### config.mk
export PLATFORM = sky130hd
export DESIGN_NAME = pin_event_irq
export DESIGN_NICKNAME = d
export VERILOG_FILES = /design/src/rtl/pin_event_pkg.sv /design/src/rtl/pin_event_sync.sv /design/src/rtl/pin_event_fall_detect.sv /design/src/rtl/pin_event_status.sv /design/src/rtl/pin_event_irq.sv
export SDC_FILE = /design/constraint.sdc
export NUM_CORES = 1
export LEC_CHECK = 0
export BUFFER_PORTS_ARGS = -buffer_cell sky130_fd_sc_hd__buf_2
export CORE_UTILIZATION = 48
export CTS_CLUSTER_SIZE = 8
export DETAILED_ROUTE_END_ITERATION = 10
export GPL_TIMING_DRIVEN = 0
export PLACE_DENSITY = 0.78
export SLEW_MARGIN = 20
export SYNTH_ARGS = -nofsm -noshare
export SYNTH_HDL_FRONTEND = slang
export SYNTH_SLANG_ARGS = --single-unit
### constraint.sdc
create_clock -name clk -period 3.6 [get_ports clk]
set_input_delay 0.72 -clock clk [delete_from_list [all_inputs] [get_ports clk]]
set_output_delay 0.72 -clock clk [all_outputs]
set_load 0.05 [all_outputs]
### src/rtl/pin_event_pkg.sv
package pin_event_pkg;
  localparam int unsigned OP_W = 8;
  localparam logic [OP_W-1:0] OP_EVT_CLEAR = 8'h13;
  localparam int unsigned SYNC_STAGES = 2;
endpackage

### src/rtl/pin_event_sync.sv
module pin_event_sync #(
  parameter int unsigned WIDTH  = 8,
  parameter int unsigned STAGES = 2
) (
  input  logic             clk,
  input  logic             rst_n,
  input  logic [WIDTH-1:0] async_i,
  output logic [WIDTH-1:0] sync_o
);
  localparam int unsigned LAST = STAGES - 1;

  for (genvar b = 0; b < WIDTH; b++) begin : g_bit
    logic [STAGES-1:0] chain;
    always_ff @(posedge clk or negedge rst_n) begin
      if (!rst_n) chain <= '0;
      else        chain <= {chain[STAGES-2:0], async_i[b]};
    end
    assign sync_o[b] = chain[LAST];
  end
endmodule

### src/rtl/pin_event_fall_detect.sv
module pin_event_fall_detect #(
  parameter int unsigned WIDTH = 8
) (
  input  logic             clk,
  input  logic             rst_n,
  input  logic [WIDTH-1:0] level_i,
  output logic [WIDTH-1:0] fall_o
);
  logic [WIDTH-1:0] level_q;

  always_ff @(posedge clk or negedge rst_n) begin
    if (!rst_n) level_q <= '0;
    else        level_q <= level_i;
  end

  // previous high, current low
  assign fall_o = level_q & ~level_i;
endmodule

### src/rtl/pin_event_status.sv
module pin_event_status
  import pin_event_pkg::*;
#(
  parameter int unsigned WIDTH = 8
) (
  input  logic             clk,
  input  logic             rst_n,
  input  logic [WIDTH-1:0] fall_i,
  input  logic             cfg_we,
  input  logic [WIDTH-1:0] cfg_enable,
  input  logic             cmd_valid,
  input  logic [OP_W-1:0]  cmd_op,
  output logic [WIDTH-1:0] enable_o,
  output logic [WIDTH-1:0] status_o,
  output logic             irq_n
);
  logic [WIDTH-1:0] enable_q;
  logic [WIDTH-1:0] status_q;
  logic [WIDTH-1:0] hit;
  logic [WIDTH-1:0] keep;
  logic             clear;

  assign clear = cmd_valid && (cmd_op == OP_EVT_CLEAR);
  assign hit   = fall_i & enable_q;
  assign keep  = clear ? '0 : status_q;

  always_ff @(posedge clk or negedge rst_n) begin
    if (!rst_n)      enable_q <= '0;
    else if (cfg_we) enable_q <= cfg_enable;
  end

  // new events win over a simultaneous clear
  always_ff @(posedge clk or negedge rst_n) begin
    if (!rst_n) status_q <= '0;
    else        status_q <= keep | hit;
  end

  assign enable_o = enable_q;
  assign status_o = status_q;
  assign irq_n    = ~|status_q;
endmodule

### src/rtl/pin_event_irq.sv
module pin_event_irq
  import pin_event_pkg::*;
#(
  parameter int unsigned WIDTH = 8
) (
  input  logic             clk,
  input  logic             rst_n,
  input  logic [WIDTH-1:0] pins_i,
  input  logic             cfg_we,
  input  logic [WIDTH-1:0] cfg_enable,
  input  logic             cmd_valid,
  input  logic [OP_W-1:0]  cmd_op,
  output logic [WIDTH-1:0] irq_enable,
  output logic [WIDTH-1:0] evt_status,
  output logic             irq_n
);
  logic [WIDTH-1:0] pins_sync;
  logic [WIDTH-1:0] pins_fall;

  pin_event_sync #(.WIDTH(WIDTH), .STAGES(SYNC_STAGES)) u_sync (
    .clk     (clk),
    .rst_n   (rst_n),
    .async_i (pins_i),
    .sync_o  (pins_sync)
  );

  pin_event_fall_detect #(.WIDTH(WIDTH)) u_fall (
    .clk     (clk),
    .rst_n   (rst_n),
    .level_i (pins_sync),
    .fall_o  (pins_fall)
  );

  pin_event_status #(.WIDTH(WIDTH)) u_status (
    .clk        (clk),
    .rst_n      (rst_n),
    .fall_i     (pins_fall),
    .cfg_we     (cfg_we),
    .cfg_enable (cfg_enable),
    .cmd_valid  (cmd_valid),
    .cmd_op     (cmd_op),
    .enable_o   (irq_enable),
    .status_o   (evt_status),
    .irq_n      (irq_n)
  );
endmodule

* After elaboration in Yosys (flattened, before gate mapping) *
Cells that the tools add are included.

word-level totals
  input port bits = 28
  register bits = 40
  word-level logic and storage cells = 20
  output and inout bits = 17

cells by class
  reductions and logical operators = 3
  muxes and demuxes = 1
  bitwise gates (word level) = 4
  equality and inequality tests = 1

operators by type and width
  kind                                                 count
  bitwise AND 8 bit                                    2
  equality test 8 x 5 -> 1 bit, second input constant  1
  two-way mux 8 bit                                    1
  NOT 8 bit                                            1
  OR 8 bit                                             1
  OR reduction 8 bit                                   1
  logical AND 1 bit                                    1
  logical NOT 1 bit                                    1

* Longest topological paths before layout *
  depth after elaboration = 4
  gate-level depth with buffers = 3
  depth with buffers taken out = 3

* By module *
A second synthesis with hierarchy kept.

unflattened totals
  cells, all modules = 80
  area total of the unflattened synthesis = 1385.1 sq um

modules (own cells, without submodules)
  module                 sequential area each (sq um)  area each (sq um)  cells an instance  instances
  pin_event_status       400.4                         614.3              40                 1
  pin_event_sync         400.4                         460.4              24                 1
  pin_event_fall_detect  200.2                         310.3              16                 1

* Worst setup path after synthesis *
Ideal clock, no wire load.

  path type = register to output
  from = register u_status.status_q[2], in the netlist u_status.status_o[2]
  to = output irq_n
  required time = 2880 ps
  path slack = 1086 ps
  data arrival time = 1794 ps
  cell stages (with the launch flop) = 3
  cells stage by stage = dfrtp_1 -> or4_1 -> nor2_1

on the way
  cells in the longest elaborated chain, start to end = 2

ends and longest elaborated chain
  item                      line                    source
  start: declaration        pin_event_status.sv:18  logic [WIDTH-1:0] status_q;
  start signal: assignment  pin_event_status.sv:35  else status_q <= keep | hit;
  OR reduction 8 bit        pin_event_status.sv:40  assign irq_n = ~|status_q;
  logical NOT 1 bit         pin_event_status.sv:40
  end: declaration          pin_event_irq.sv:15     output logic irq_n

Every way passes these cells.

* Worst setup path in the final report *
Same ends and word-level chain as after synthesis.

==> flow_summary.yaml <==
worst_setup_path:
  worstPathArrival_ns: 1.68
  required_ns: 2.88
  regToRegEndpoint: "u_status.enable_o[5]"
  crit_chain: "or4_1 > nor2_1 > buf_2"
  cp_max_fo: 3
  path_class: "reg -> out"
  path_delay_family: "simple AND/OR/NAND/NOR gates"
  cp-startpoint: "u_status.status_o[2]"
  critPathCaptureType: "primary output"
  reg2reg_setup_slack_ns: 2.81
  startpoint_type: "register"
  cpPeakStageDelay_ns: 0.52
  reg2reg_from: "u_status.enable_o[5]"
  slowest_stage: "or4_1"
  ff2ff_path_depth: 1
  timing.critical_path.buf_inv: 1
detailed_routing:
  antenna_left: 0
  first_iter_violations: 3
  dr.pass1.iters: 2
  wirelength_mm: 2.17
  wl_per_cell_um: 14.3
  drc: 0
  vias: 761
  vias_per_cell: 5.01
global_route:
  grt_use_total: 0.192
  grt_max_degree: 41
  grt_pass1_vias: 770
  overflow: 0
  grt_pass1_wl_mm: 3.55
  antenna_found_initial: 0
power:
  p_switching_uw: 211
  p_int_uw: 595
  clkPwrFrac: 0.284
  power.density_nw_per_um2: 510
  p_comb_frac: 0.113
  power_leakage_uw: 0.000731
  p_sw_frac: 0.262
  power_frac_seq: 0.603
  p_total_uw: 806
  ir_drop_mv: 0.340
sta:
  rsz0062_at_grt: "false"
  layout_min_cycle_time_ns: 2.40
  finalHoldViolations: 0
  clock_skew_ns: 0.00546
  fmaxAchievable_mhz: 417
  tightestPinTransition_ns: 0.821
  slew_viol_final: 0
  slew_headroom: 0.453
  post-route-period-util: 0.666
  fin_tns_setup_ns: 0
  setup_viol: 0
placement:
  hpwlAfterDp_mm: 1.55
  port_buffers: 43
  dp_cells: 144
  gp_congestion: 0.689
job:
  maxCapViolations: 0
cells_and_area:
  antenna_cells: 0
  fin_cells: 152
  nets: 149
  final_core_util: 0.638
  syn_to_final_growth_pct: 24.8
  num-fill-cells: 201
  drive_above_1_share: 0.508
floorplan:
  core_um2: 2480
  die_h_um: 53.4
  initial_utilization: 0.512
  dieArea_um2: 2850
  io-pin-count: 45
  die_w_um: 53.4
  placementRows: 18
synth:
  synthMostInstantiatedCell: "dfrtp_1"
  synth-seq-cells: 40
  synthTopCellsByCount: "dfrtp_1, mux2_2, nand2_1, o2bb2ai_1, or4_1"
  synth_top_area_cell: "dfrtp_1"
  syn_inst: 71
  synth-main-ff-cell: "dfrtp_1"
  syn-num-nets: 99
  synth.distinct_cells: 10
  async_flop_share: 1.00
  yosys-top-cells-area: "dfrtp_1, mux2_2, o2bb2ai_1, nand2_1, nor4b_4"
  yosysSeqAreaShare: 0.790
  synth_area_um2: 1270
  synth_top_area_frac: 0.790
  synth.avg_cell_area_um2: 17.9
  synth_edf_count: 0
  synth_warnings: 0
cts:
  clkTransAtPathRegs_ns: 0.11
  clock_latency_ns: 0.34
  ctsResizeCount: 0
  clk_path_buf_depth: 2
  hold_buffers: 0
  cts_setup_buffers: 0
  root_buffer: "clkbuf_4"
  cts_tree: "yes"
  cts_buffers: 5
  numClockSinks: 40
  htree_levels: 2
min_path:
  min_to: "u_sync.g_bit[6].chain[1]"
  min_path_type: "reg -> reg"
  worstHoldPathCells: 0
  hold_start: "u_sync.g_bit[6].chain[0]"
status:
  run_status: "completed"
## layout make-up
cell class | count | area, um2 | area share
multi-input cells | 30 | 262 | 0.165
clock buffers | 6 | 51.3 | 0.0324
plain buffers | 1 | 5.00 | 0.00316
well taps | 30 | 37.5 | 0.0237
clock inverters | 2 | 10.0 | 0.00633
flip-flops and latches | 40 | 1000 | 0.633
repair buffers | 43 | 215 | 0.136
## power by group through the flow
stage,Clock (uW),Combinational (uW),Sequential (uW)
2_1_floorplan,0,16.8,530
3_3_place_gp,0,90.1,493
3_5_place_dp,0,92.7,495
4_1_cts,239,92.7,486
5_1_grt,255,97.8,489
6_report,229,91.0,486
## layer usage
| metal | share of wire | up-vias | GRT usage |
|---|---|---|---|
| li1 | - | 353 | - |
| met1 | 0.41 | 381 | 0.224 |
| met2 | 0.53 | 21 | 0.302 |
| met3 | 0.039 | 6 | 0.0517 |
| met4 | 0.028 | 0 | 0.136 |
| met5 | 0 | - | 0 |
## through the flow
stage / hold slack (ns) / setup slack [ns] / instance area (um2)
finish: 0.360 / 1.20 / 1580
global route: 0.361 / 1.10 / 1580
CTS: 0.360 / 1.19 / 1580
detailed placement: 0.336 / 1.59 / 1520
global placement: 0.332 / 1.59 / 1520
floorplan: 0.331 / 1.09 / 1270
## cell families (layout without fill, tap and decap cells)
logic type / Yosys count / count (layout) / share of synthesized area
and+or+nand+nor: 14 / 14 / 0.0800
muxes: 8 / 8 / 0.0711
DFF: 40 / 40 / 0.790
AOI/OAI and AO/OA: 8 / 8 / 0.0553
buffers and inverters: 1 / 52 / 0.00394
## flip-flops by register name, summed over array words and instances (netlist names)
register            count
u_status.status_o       8
u_fall.level_q          8
u_sync.g_bit.chain     16
u_status.enable_o       8
## worst max path at each step
stage / end / slack, ns / cells past startpoint
after global placement: irq_n / 1.59 / 3
after global routing: irq_n / 1.10 / 3
final: irq_n / 1.20 / 3
after detailed placement: irq_n / 1.59 / 3
after floorplan: irq_n / 1.09 / 2
after CTS: irq_n / 1.19 / 3
## cell usage in the layout, fill, tap and decap left out, drive strengths merged
master and instances:
nor3b 1, mux2 8, dfrtp 40, o2bb2ai 8
or4 2, nor4b 1, nand2 8, buf 44
clkinv 2, nor2 1, clkbuf 6, nand4 1
Note: power is estimated with default switching activity, not from simulation.
